File: config.mk
export PLATFORM = sky130hd
export DESIGN_NAME = spec_line_tracker
export DESIGN_NICKNAME = d
export VERILOG_FILES = /design/src/rtl/spec_trk_pkg.sv /design/src/rtl/spec_order_cmp.sv /design/src/rtl/spec_way_match.sv /design/src/rtl/spec_line_array.sv /design/src/rtl/spec_line_tracker.sv
export SDC_FILE = /design/constraint.sdc
export NUM_CORES = 2
export LEC_CHECK = 0
export BUFFER_PORTS_ARGS = -buffer_cell sky130_fd_sc_hd__buf_2
export CAP_MARGIN = 40
export CORE_MARGIN = 2
export CORE_UTILIZATION = 62
export CTS_CLUSTER_DIAMETER = 80
export DETAILED_ROUTE_END_ITERATION = 10
export PLACE_DENSITY = 0.78
export RECOVER_POWER = 50
export SLEW_MARGIN = 30
export SYNTH_ARGS = -nofsm -noshare
export SYNTH_HDL_FRONTEND = slang
export SYNTH_SLANG_ARGS = --single-unit
File: constraint.sdc
create_clock -name clk -period 3.15 [get_ports clk]
set_input_delay 0.1575 -clock clk [delete_from_list [all_inputs] [get_ports clk]]
set_output_delay 0.1575 -clock clk [all_outputs]
set_load 0.05 [all_outputs]
File: src/rtl/spec_trk_pkg.sv
package spec_trk_pkg;

    typedef enum logic [0:0] {
        TRK_ARMED   = 1'b0,
        TRK_TRIPPED = 1'b1
    } trk_state_e;

    typedef struct packed {
        logic rd;
        logic md;
        logic pi;
    } spec_bits_t;

endpackage

File: src/rtl/spec_order_cmp.sv
module spec_order_cmp #(
    parameter int NCORE    = 4,
    parameter int SEQ_W    = 2,
    parameter int LOCAL_ID = 1
) (
    input  logic [NCORE*SEQ_W-1:0]   seq_vec_i,
    input  logic                     snp_vld_i,
    input  logic [$clog2(NCORE)-1:0] snp_core_i,
    output logic                     local_spec_o,
    output logic                     wr_earlier_o,
    output logic                     wr_later_o
);
    localparam int CORE_W = $clog2(NCORE);

    logic [SEQ_W-1:0] seq_arr [NCORE];
    logic [SEQ_W-1:0] local_seq;
    logic [SEQ_W-1:0] writer_seq;
    logic             foreign;

    for (genvar c = 0; c < NCORE; c++) begin : g_seq
        assign seq_arr[c] = seq_vec_i[c*SEQ_W +: SEQ_W];
    end

    assign local_seq    = seq_arr[LOCAL_ID];
    assign writer_seq   = seq_arr[snp_core_i];
    assign foreign      = (snp_core_i != CORE_W'(LOCAL_ID));
    assign local_spec_o = (local_seq != '0);
    assign wr_earlier_o = snp_vld_i && foreign && (writer_seq < local_seq);
    assign wr_later_o   = snp_vld_i && foreign && (writer_seq > local_seq);

endmodule

File: src/rtl/spec_way_match.sv
module spec_way_match #(
    parameter int WAYS  = 4,
    parameter int TAG_W = 8
) (
    input  logic [WAYS-1:0]       vld_i,
    input  logic [WAYS*TAG_W-1:0] tag_i,
    input  logic                  req_vld_i,
    input  logic [TAG_W-1:0]      req_tag_i,
    output logic [WAYS-1:0]       hit_o
);
    for (genvar w = 0; w < WAYS; w++) begin : g_way
        assign hit_o[w] = req_vld_i && vld_i[w] &&
                          (tag_i[w*TAG_W +: TAG_W] == req_tag_i);
    end

endmodule

File: src/rtl/spec_line_array.sv
module spec_line_array
    import spec_trk_pkg::*;
#(
    parameter int SETS  = 16,
    parameter int WAYS  = 4,
    parameter int TAG_W = 8
) (
    input  logic                    clk,
    input  logic                    rst_n,
    input  logic                    commit_i,
    input  logic                    squash_i,
    input  logic                    fill_en_i,
    input  logic [$clog2(SETS)-1:0] fill_set_i,
    input  logic [$clog2(WAYS)-1:0] fill_way_i,
    input  logic [TAG_W-1:0]        fill_tag_i,
    input  logic [$clog2(SETS)-1:0] acc_set_i,
    input  logic [WAYS-1:0]         acc_hitv_i,
    input  logic                    mark_rd_i,
    input  logic                    mark_md_i,
    input  logic [$clog2(SETS)-1:0] snp_set_i,
    input  logic [WAYS-1:0]         snp_hitv_i,
    input  logic                    snp_inv_i,
    input  logic                    snp_pre_i,
    output logic [WAYS-1:0]         acc_vld_row_o,
    output logic [WAYS*TAG_W-1:0]   acc_tag_row_o,
    output logic [WAYS-1:0]         snp_vld_row_o,
    output logic [WAYS*TAG_W-1:0]   snp_tag_row_o,
    output logic [WAYS-1:0]         snp_rd_row_o
);
    localparam int SET_W = $clog2(SETS);
    localparam int WAY_W = $clog2(WAYS);
    localparam int LINES = SETS * WAYS;

    logic [LINES-1:0] vld_w;
    logic [LINES-1:0] rd_w;
    logic [TAG_W-1:0] tag_w [LINES];

    for (genvar s = 0; s < SETS; s++) begin : g_set
        for (genvar w = 0; w < WAYS; w++) begin : g_line
            logic             v_q;
            logic [TAG_W-1:0] t_q;
            spec_bits_t       b_q;
            logic             fill_here;
            logic             acc_here;
            logic             snp_here;

            assign fill_here = fill_en_i && (fill_set_i == SET_W'(s)) &&
                               (fill_way_i == WAY_W'(w));
            assign acc_here  = acc_hitv_i[w] && (acc_set_i == SET_W'(s));
            assign snp_here  = snp_hitv_i[w] && (snp_set_i == SET_W'(s));

            always_ff @(posedge clk or negedge rst_n) begin
                if (!rst_n) begin
                    v_q <= 1'b0;
                    t_q <= '0;
                    b_q <= '0;
                end else if (squash_i) begin
                    if (b_q.md) v_q <= 1'b0;
                    b_q <= '0;
                end else if (commit_i) begin
                    if (b_q.pi) v_q <= 1'b0;
                    b_q <= '0;
                end else begin
                    if (fill_here) begin
                        v_q <= 1'b1;
                        t_q <= fill_tag_i;
                        b_q <= '0;
                    end else begin
                        if (acc_here && mark_rd_i) b_q.rd <= 1'b1;
                        if (acc_here && mark_md_i) b_q.md <= 1'b1;
                    end
                    if (snp_here && snp_inv_i) begin
                        v_q <= 1'b0;
                        b_q <= '0;
                    end else if (snp_here && snp_pre_i) begin
                        b_q.pi <= 1'b1;
                    end
                end
            end

            assign vld_w[s*WAYS+w] = v_q;
            assign rd_w[s*WAYS+w]  = b_q.rd;
            assign tag_w[s*WAYS+w] = t_q;
        end
    end

    for (genvar w = 0; w < WAYS; w++) begin : g_row
        assign acc_vld_row_o[w]               = vld_w[{acc_set_i, WAY_W'(w)}];
        assign acc_tag_row_o[w*TAG_W +: TAG_W] = tag_w[{acc_set_i, WAY_W'(w)}];
        assign snp_vld_row_o[w]               = vld_w[{snp_set_i, WAY_W'(w)}];
        assign snp_tag_row_o[w*TAG_W +: TAG_W] = tag_w[{snp_set_i, WAY_W'(w)}];
        assign snp_rd_row_o[w]                = rd_w[{snp_set_i, WAY_W'(w)}];
    end

endmodule

File: src/rtl/spec_line_tracker.sv
module spec_line_tracker
    import spec_trk_pkg::*;
#(
    parameter int SETS     = 16,
    parameter int WAYS     = 4,
    parameter int TAG_W    = 8,
    parameter int NCORE    = 4,
    parameter int SEQ_W    = 2,
    parameter int LOCAL_ID = 1
) (
    input  logic                     clk,
    input  logic                     rst_n,
    input  logic [NCORE*SEQ_W-1:0]   seq_vec_i,
    input  logic                     fill_vld_i,
    input  logic [$clog2(SETS)-1:0]  fill_set_i,
    input  logic [$clog2(WAYS)-1:0]  fill_way_i,
    input  logic [TAG_W-1:0]         fill_tag_i,
    input  logic                     acc_vld_i,
    input  logic                     acc_wr_i,
    input  logic [$clog2(SETS)-1:0]  acc_set_i,
    input  logic [TAG_W-1:0]         acc_tag_i,
    input  logic                     snp_vld_i,
    input  logic [$clog2(NCORE)-1:0] snp_core_i,
    input  logic [$clog2(SETS)-1:0]  snp_set_i,
    input  logic [TAG_W-1:0]         snp_tag_i,
    input  logic                     commit_i,
    input  logic                     squash_i,
    output logic                     acc_hit_o,
    output logic                     viol_o
);
    trk_state_e          state_q;
    trk_state_e          state_d;
    logic                flash;
    logic                local_spec;
    logic                wr_earlier;
    logic                wr_later;
    logic [WAYS-1:0]     acc_vld_row;
    logic [WAYS*TAG_W-1:0] acc_tag_row;
    logic [WAYS-1:0]     snp_vld_row;
    logic [WAYS*TAG_W-1:0] snp_tag_row;
    logic [WAYS-1:0]     snp_rd_row;
    logic [WAYS-1:0]     acc_hitv;
    logic [WAYS-1:0]     snp_hitv;
    logic                acc_hit;
    logic                viol_hit;
    logic                mark_rd;
    logic                mark_md;
    logic                hit_q;
    logic                viol_q;

    assign flash = commit_i | squash_i;

    spec_order_cmp #(
        .NCORE    (NCORE),
        .SEQ_W    (SEQ_W),
        .LOCAL_ID (LOCAL_ID)
    ) i_order (
        .seq_vec_i    (seq_vec_i),
        .snp_vld_i    (snp_vld_i),
        .snp_core_i   (snp_core_i),
        .local_spec_o (local_spec),
        .wr_earlier_o (wr_earlier),
        .wr_later_o   (wr_later)
    );

    spec_way_match #(.WAYS(WAYS), .TAG_W(TAG_W)) i_acc_match (
        .vld_i     (acc_vld_row),
        .tag_i     (acc_tag_row),
        .req_vld_i (acc_vld_i),
        .req_tag_i (acc_tag_i),
        .hit_o     (acc_hitv)
    );

    spec_way_match #(.WAYS(WAYS), .TAG_W(TAG_W)) i_snp_match (
        .vld_i     (snp_vld_row),
        .tag_i     (snp_tag_row),
        .req_vld_i (snp_vld_i),
        .req_tag_i (snp_tag_i),
        .hit_o     (snp_hitv)
    );

    assign acc_hit  = |acc_hitv;
    assign mark_rd  = acc_vld_i && !acc_wr_i && local_spec;
    assign mark_md  = acc_vld_i && acc_wr_i && local_spec;
    assign viol_hit = wr_earlier && |(snp_hitv & snp_rd_row);

    spec_line_array #(
        .SETS  (SETS),
        .WAYS  (WAYS),
        .TAG_W (TAG_W)
    ) i_lines (
        .clk           (clk),
        .rst_n         (rst_n),
        .commit_i      (commit_i),
        .squash_i      (squash_i),
        .fill_en_i     (fill_vld_i),
        .fill_set_i    (fill_set_i),
        .fill_way_i    (fill_way_i),
        .fill_tag_i    (fill_tag_i),
        .acc_set_i     (acc_set_i),
        .acc_hitv_i    (acc_hitv),
        .mark_rd_i     (mark_rd),
        .mark_md_i     (mark_md),
        .snp_set_i     (snp_set_i),
        .snp_hitv_i    (snp_hitv),
        .snp_inv_i     (wr_earlier),
        .snp_pre_i     (wr_later),
        .acc_vld_row_o (acc_vld_row),
        .acc_tag_row_o (acc_tag_row),
        .snp_vld_row_o (snp_vld_row),
        .snp_tag_row_o (snp_tag_row),
        .snp_rd_row_o  (snp_rd_row)
    );

    // state register
    always_ff @(posedge clk or negedge rst_n) begin
        if (!rst_n) state_q <= TRK_ARMED;
        else        state_q <= state_d;
    end

    // transitions: violate (ARMED->TRIPPED), rearm (TRIPPED->ARMED)
    always_comb begin
        state_d = state_q;
        unique case (state_q)
            TRK_ARMED:   if (!flash && viol_hit) state_d = TRK_TRIPPED;
            TRK_TRIPPED: if (flash)              state_d = TRK_ARMED;
        endcase
    end

    // registered outputs
    always_ff @(posedge clk or negedge rst_n) begin
        if (!rst_n) begin
            hit_q  <= 1'b0;
            viol_q <= 1'b0;
        end else begin
            hit_q  <= acc_hit && !flash;
            viol_q <= (state_q == TRK_ARMED) && viol_hit && !flash;
        end
    end

    assign acc_hit_o = hit_q;
    assign viol_o    = viol_q;

endmodule

==> results_dict.tcl <==
set metrics [dict create \
    required_ps 3740 \
    path_cells "mux4_2 -> mux2i_1 -> buf_4 -> nor2_1 -> o31ai_2 -> nand4_1 -> or4_4 -> buf_12 -> buf_4 -> nor2_1 -> o211a_1" \
    routed_wl_mm 150 \
    crit_type "reg -> reg" \
    cts_tree "yes" \
    layout_common_cells "771 x dfrtp_1, 538 x mux2_2, 295 x buf_4" \
    multiInputGateArea_sq_um 21800 \
    clock_skew_ps 28.6 \
    synthToLayoutAreaGrowth_pct 15.3 \
    maxSlewViolCount 72 \
    critPathSlowestCell "mux4_2" \
    crit_path_max_incr_delay_ps 470 \
    ioPinCount 58 \
    synth_cells 3310 \
    layout.cells.non_filler 4511 \
    yosysWarnings 0 \
    crit_arrival_ps 3690 \
    cp.depth 11 \
    startpoint "i_lines.g_set[15].g_line[2].t_q[7]$_DFFE_PN0P_" \
    min_period_ps 3100 \
    grt_max_degree 82 \
    ys_ff_latch 771 \
    synthSimpleGateAreaFrac_pct 7.82 \
    crit_family "simple AND/OR/NAND/NOR gates" \
    fp.dieW_microns 266 \
    drive_gt1_share_pct 39.2 \
    via_per_inst 7.25 \
    worstHoldStart "fill_tag_i[7]" \
    synth_mux_area_share_pct 33.0 \
    die_y_microns 266 \
    synth_compound_area_share_pct 8.85 \
    hpwl_mm 106 \
    grt_pass1_wl_mm 223 \
    async_reset_ff_share_pct 100 \
    rr_worst_depth 11 \
    clockBufferDepth 3 \
    antenna_found_initial 3 \
    synth_top_family_by_area "multiplexers" \
    syn_area_sq_um 42400 \
    p_per_area_nw_per_um2 483 \
    grt_pass1_vias 33500 \
    grt_usage_pct 43.2 \
    post-place-ws_ps -221 \
    place_inst 4352 \
    ys_types 70 \
    reg2reg_from "i_lines.g_set[15].g_line[2].t_q[7]$_DFFE_PN0P_" \
    drt_iter0_drc 4212 \
    irDropWorstVdd_uv 728 \
    violations "capacitance limit, slew limit" \
    start_util_pct 62.9 \
    htree_levels 3 \
    synthXorXnorAreaFrac_pct 1.42 \
    cts_num_sinks 771 \
    status "complete, but fails checks" \
    drt-pass1-iter-count 6 \
    placed_area_sq_um 46000 \
    clkLatencyLatePin_ps 650 \
    fillerInstances 4465 \
    min_path_type "in -> reg" \
    hold_violations 0 \
    finalInstanceArea_sq_um 48900 \
    slew_headroom_pct -74.8 \
    setup_viol 0 \
    p_leak_nw 22.4 \
    cp-start-kind "flip-flop" \
    synthFlopType "dfrtp_1" \
    finalCritPeriodShare_pct 98.4 \
    crit_fanout 18 \
    rows 95 \
    drc 0 \
    synth_fa_ha_area_share_pct 0.0590 \
    clock.fmax_mhz 323 \
    final_antenna_net_count 0 \
    portBuffers 57 \
    root_buffer "clkbuf_16" \
    seqCellArea_sq_um 19300 \
    wl_per_cell_microns 33.3 \
    endpoint_kind "flip-flop" \
    fin_setup_tns_ps 0 \
    via_count 32700 \
    clk_pin_slew_worst_paths_ps 60 \
    power_mw 23.6 \
    numCtsBuffers 83 \
    layout_commonest_cell "dfrtp_1" \
    synth_edf_count 0 \
    nNetsFinal 3628 \
    synth.avg_cell_area_sq_um 12.8 \
    worstMarginPinSlew_ps 2620 \
    cap_violations 1 \
    dieArea_sq_um 70500 \
    gp_congestion 0.987 \
    core_area_sq_um 67400 \
    fin_ws_ps 51.6 \
    worst-path-buf-inv 3 \
    yosysSeqAreaShare_pct 45.5 \
    min_path_cells 2 \
    synth_nets 3368 \
    grt-ovfl-total 0 \
]
==> routing by layer <==
layer  wire length [microns]  part of all wire [%]  track usage [%]
met1                   55300                    37             58.6
met2                   66700                    44             64.2
met3                   17500                    12             10.2
met4                   10900                   7.2             25.8
met5                       0                     0                0
==> worst paths after layout <==
kind | slack, ps | end
setup reg to reg | 50 | i_lines.g_set[11].g_line[2].b_q[1]$_DFFE_PN0P_
setup / recovery | 50 | i_lines.g_set[11].g_line[2].b_q[1]$_DFFE_PN0P_
hold / removal | 50 | i_lines.g_set[0].g_line[3].t_q[7]$_DFFE_PN0P_
min in group asynchronous | 840 | i_lines.g_set[1].g_line[3].b_q[1]$_DFFE_PN0P_
hold reg to reg | 430 | viol_o$_DFF_PN0_
max in group asynchronous | 330 | i_lines.g_set[14].g_line[3].t_q[3]$_DFFE_PN0P_
==> report_power, final <==
part / internal [mW] / switching, mW
Sequential: 10.2 / 0.267
Combinational: 1.23 / 1.64
Clock: 5.93 / 4.32
==> timing repair <==
action	4_1_cts	5_1_grt
endpoints found under the setup margin	0	33
gates resized for setup	0	9
hold buffers	1	0
endpoints found under the hold margin	61	0
buffers inserted	0	1
==> per-stage QoR <==
stage                     utilization [%]  hold slack, ps
after floorplan                         -            -138
after global placement               68.1             228
after detailed placement             68.2             236
after CTS                            72.5            87.7
after global routing                 72.6            19.9
final                                72.6            50.3
==> flip-flops by register name (all words and copies together), names as in the netlist <==
| signal | count |
|---|---|
| i_lines.g_set.g_line.v_q | 64 |
| i_lines.g_set.g_line.b_q | 192 |
| state_q | 1 |
| i_lines.g_set.g_line.t_q | 512 |
| acc_hit_o | 1 |
| viol_o | 1 |
==> layout make-up <==
class / count / share of cell area [%]
clock buffers: 115 / 4.97
repair buffers: 424 / 7.75
multi-input cells: 2269 / 44.5
flip-flops and latches: 771 / 39.5
clock inverters: 36 / 0.880
inverters: 21 / 0.161
well taps: 873 / 2.23
diodes: 2 / 0.0102
==> logic make-up after synthesis <==
family,count (synthesis)
buffers and inverters,270
adder cells (fa/ha/maj),2
AND/OR/NAND/NOR,706
AO/OA/AOI/OAI,532
multiplexers,963
flip-flops,771
XOR/XNOR,66
==> synthesized netlist by cell type (all sizes together), types with 3 or more instances <==
library cell,n,area [sq um]
nor3b,12,90.1
o21ai,22,110
xnor2,46,425
nand4,9,62.6
a22o,3,26.3
buf,128,877
a221oi,24,210
nor2b,68,425
o22a,61,534
mux2,538,6060
and2,6,37.5
a211oi,6,45.0
and3,4,25.0
o22ai,66,413
mux2i,134,1340
xor2,20,175
o211ai,4,30.0
nand3b,5,37.5
nand2b,25,156
nor4,5,58.8
a22oi,56,420
dfrtp,771,19300
clkbuf,121,454
nor2,289,1080
o211a,34,340
mux4,291,6610
nor3,79,477
and4,3,26.3
or2,3,18.8
nand3,25,125
inv,21,78.8
o21a,32,240
a2bb2o,6,60.1
o31ai,18,258
nand2,164,616
a31oi,6,37.5
a21oi,179,896
o2bb2ai,3,26.3
(Power assumes the default switching activity.)
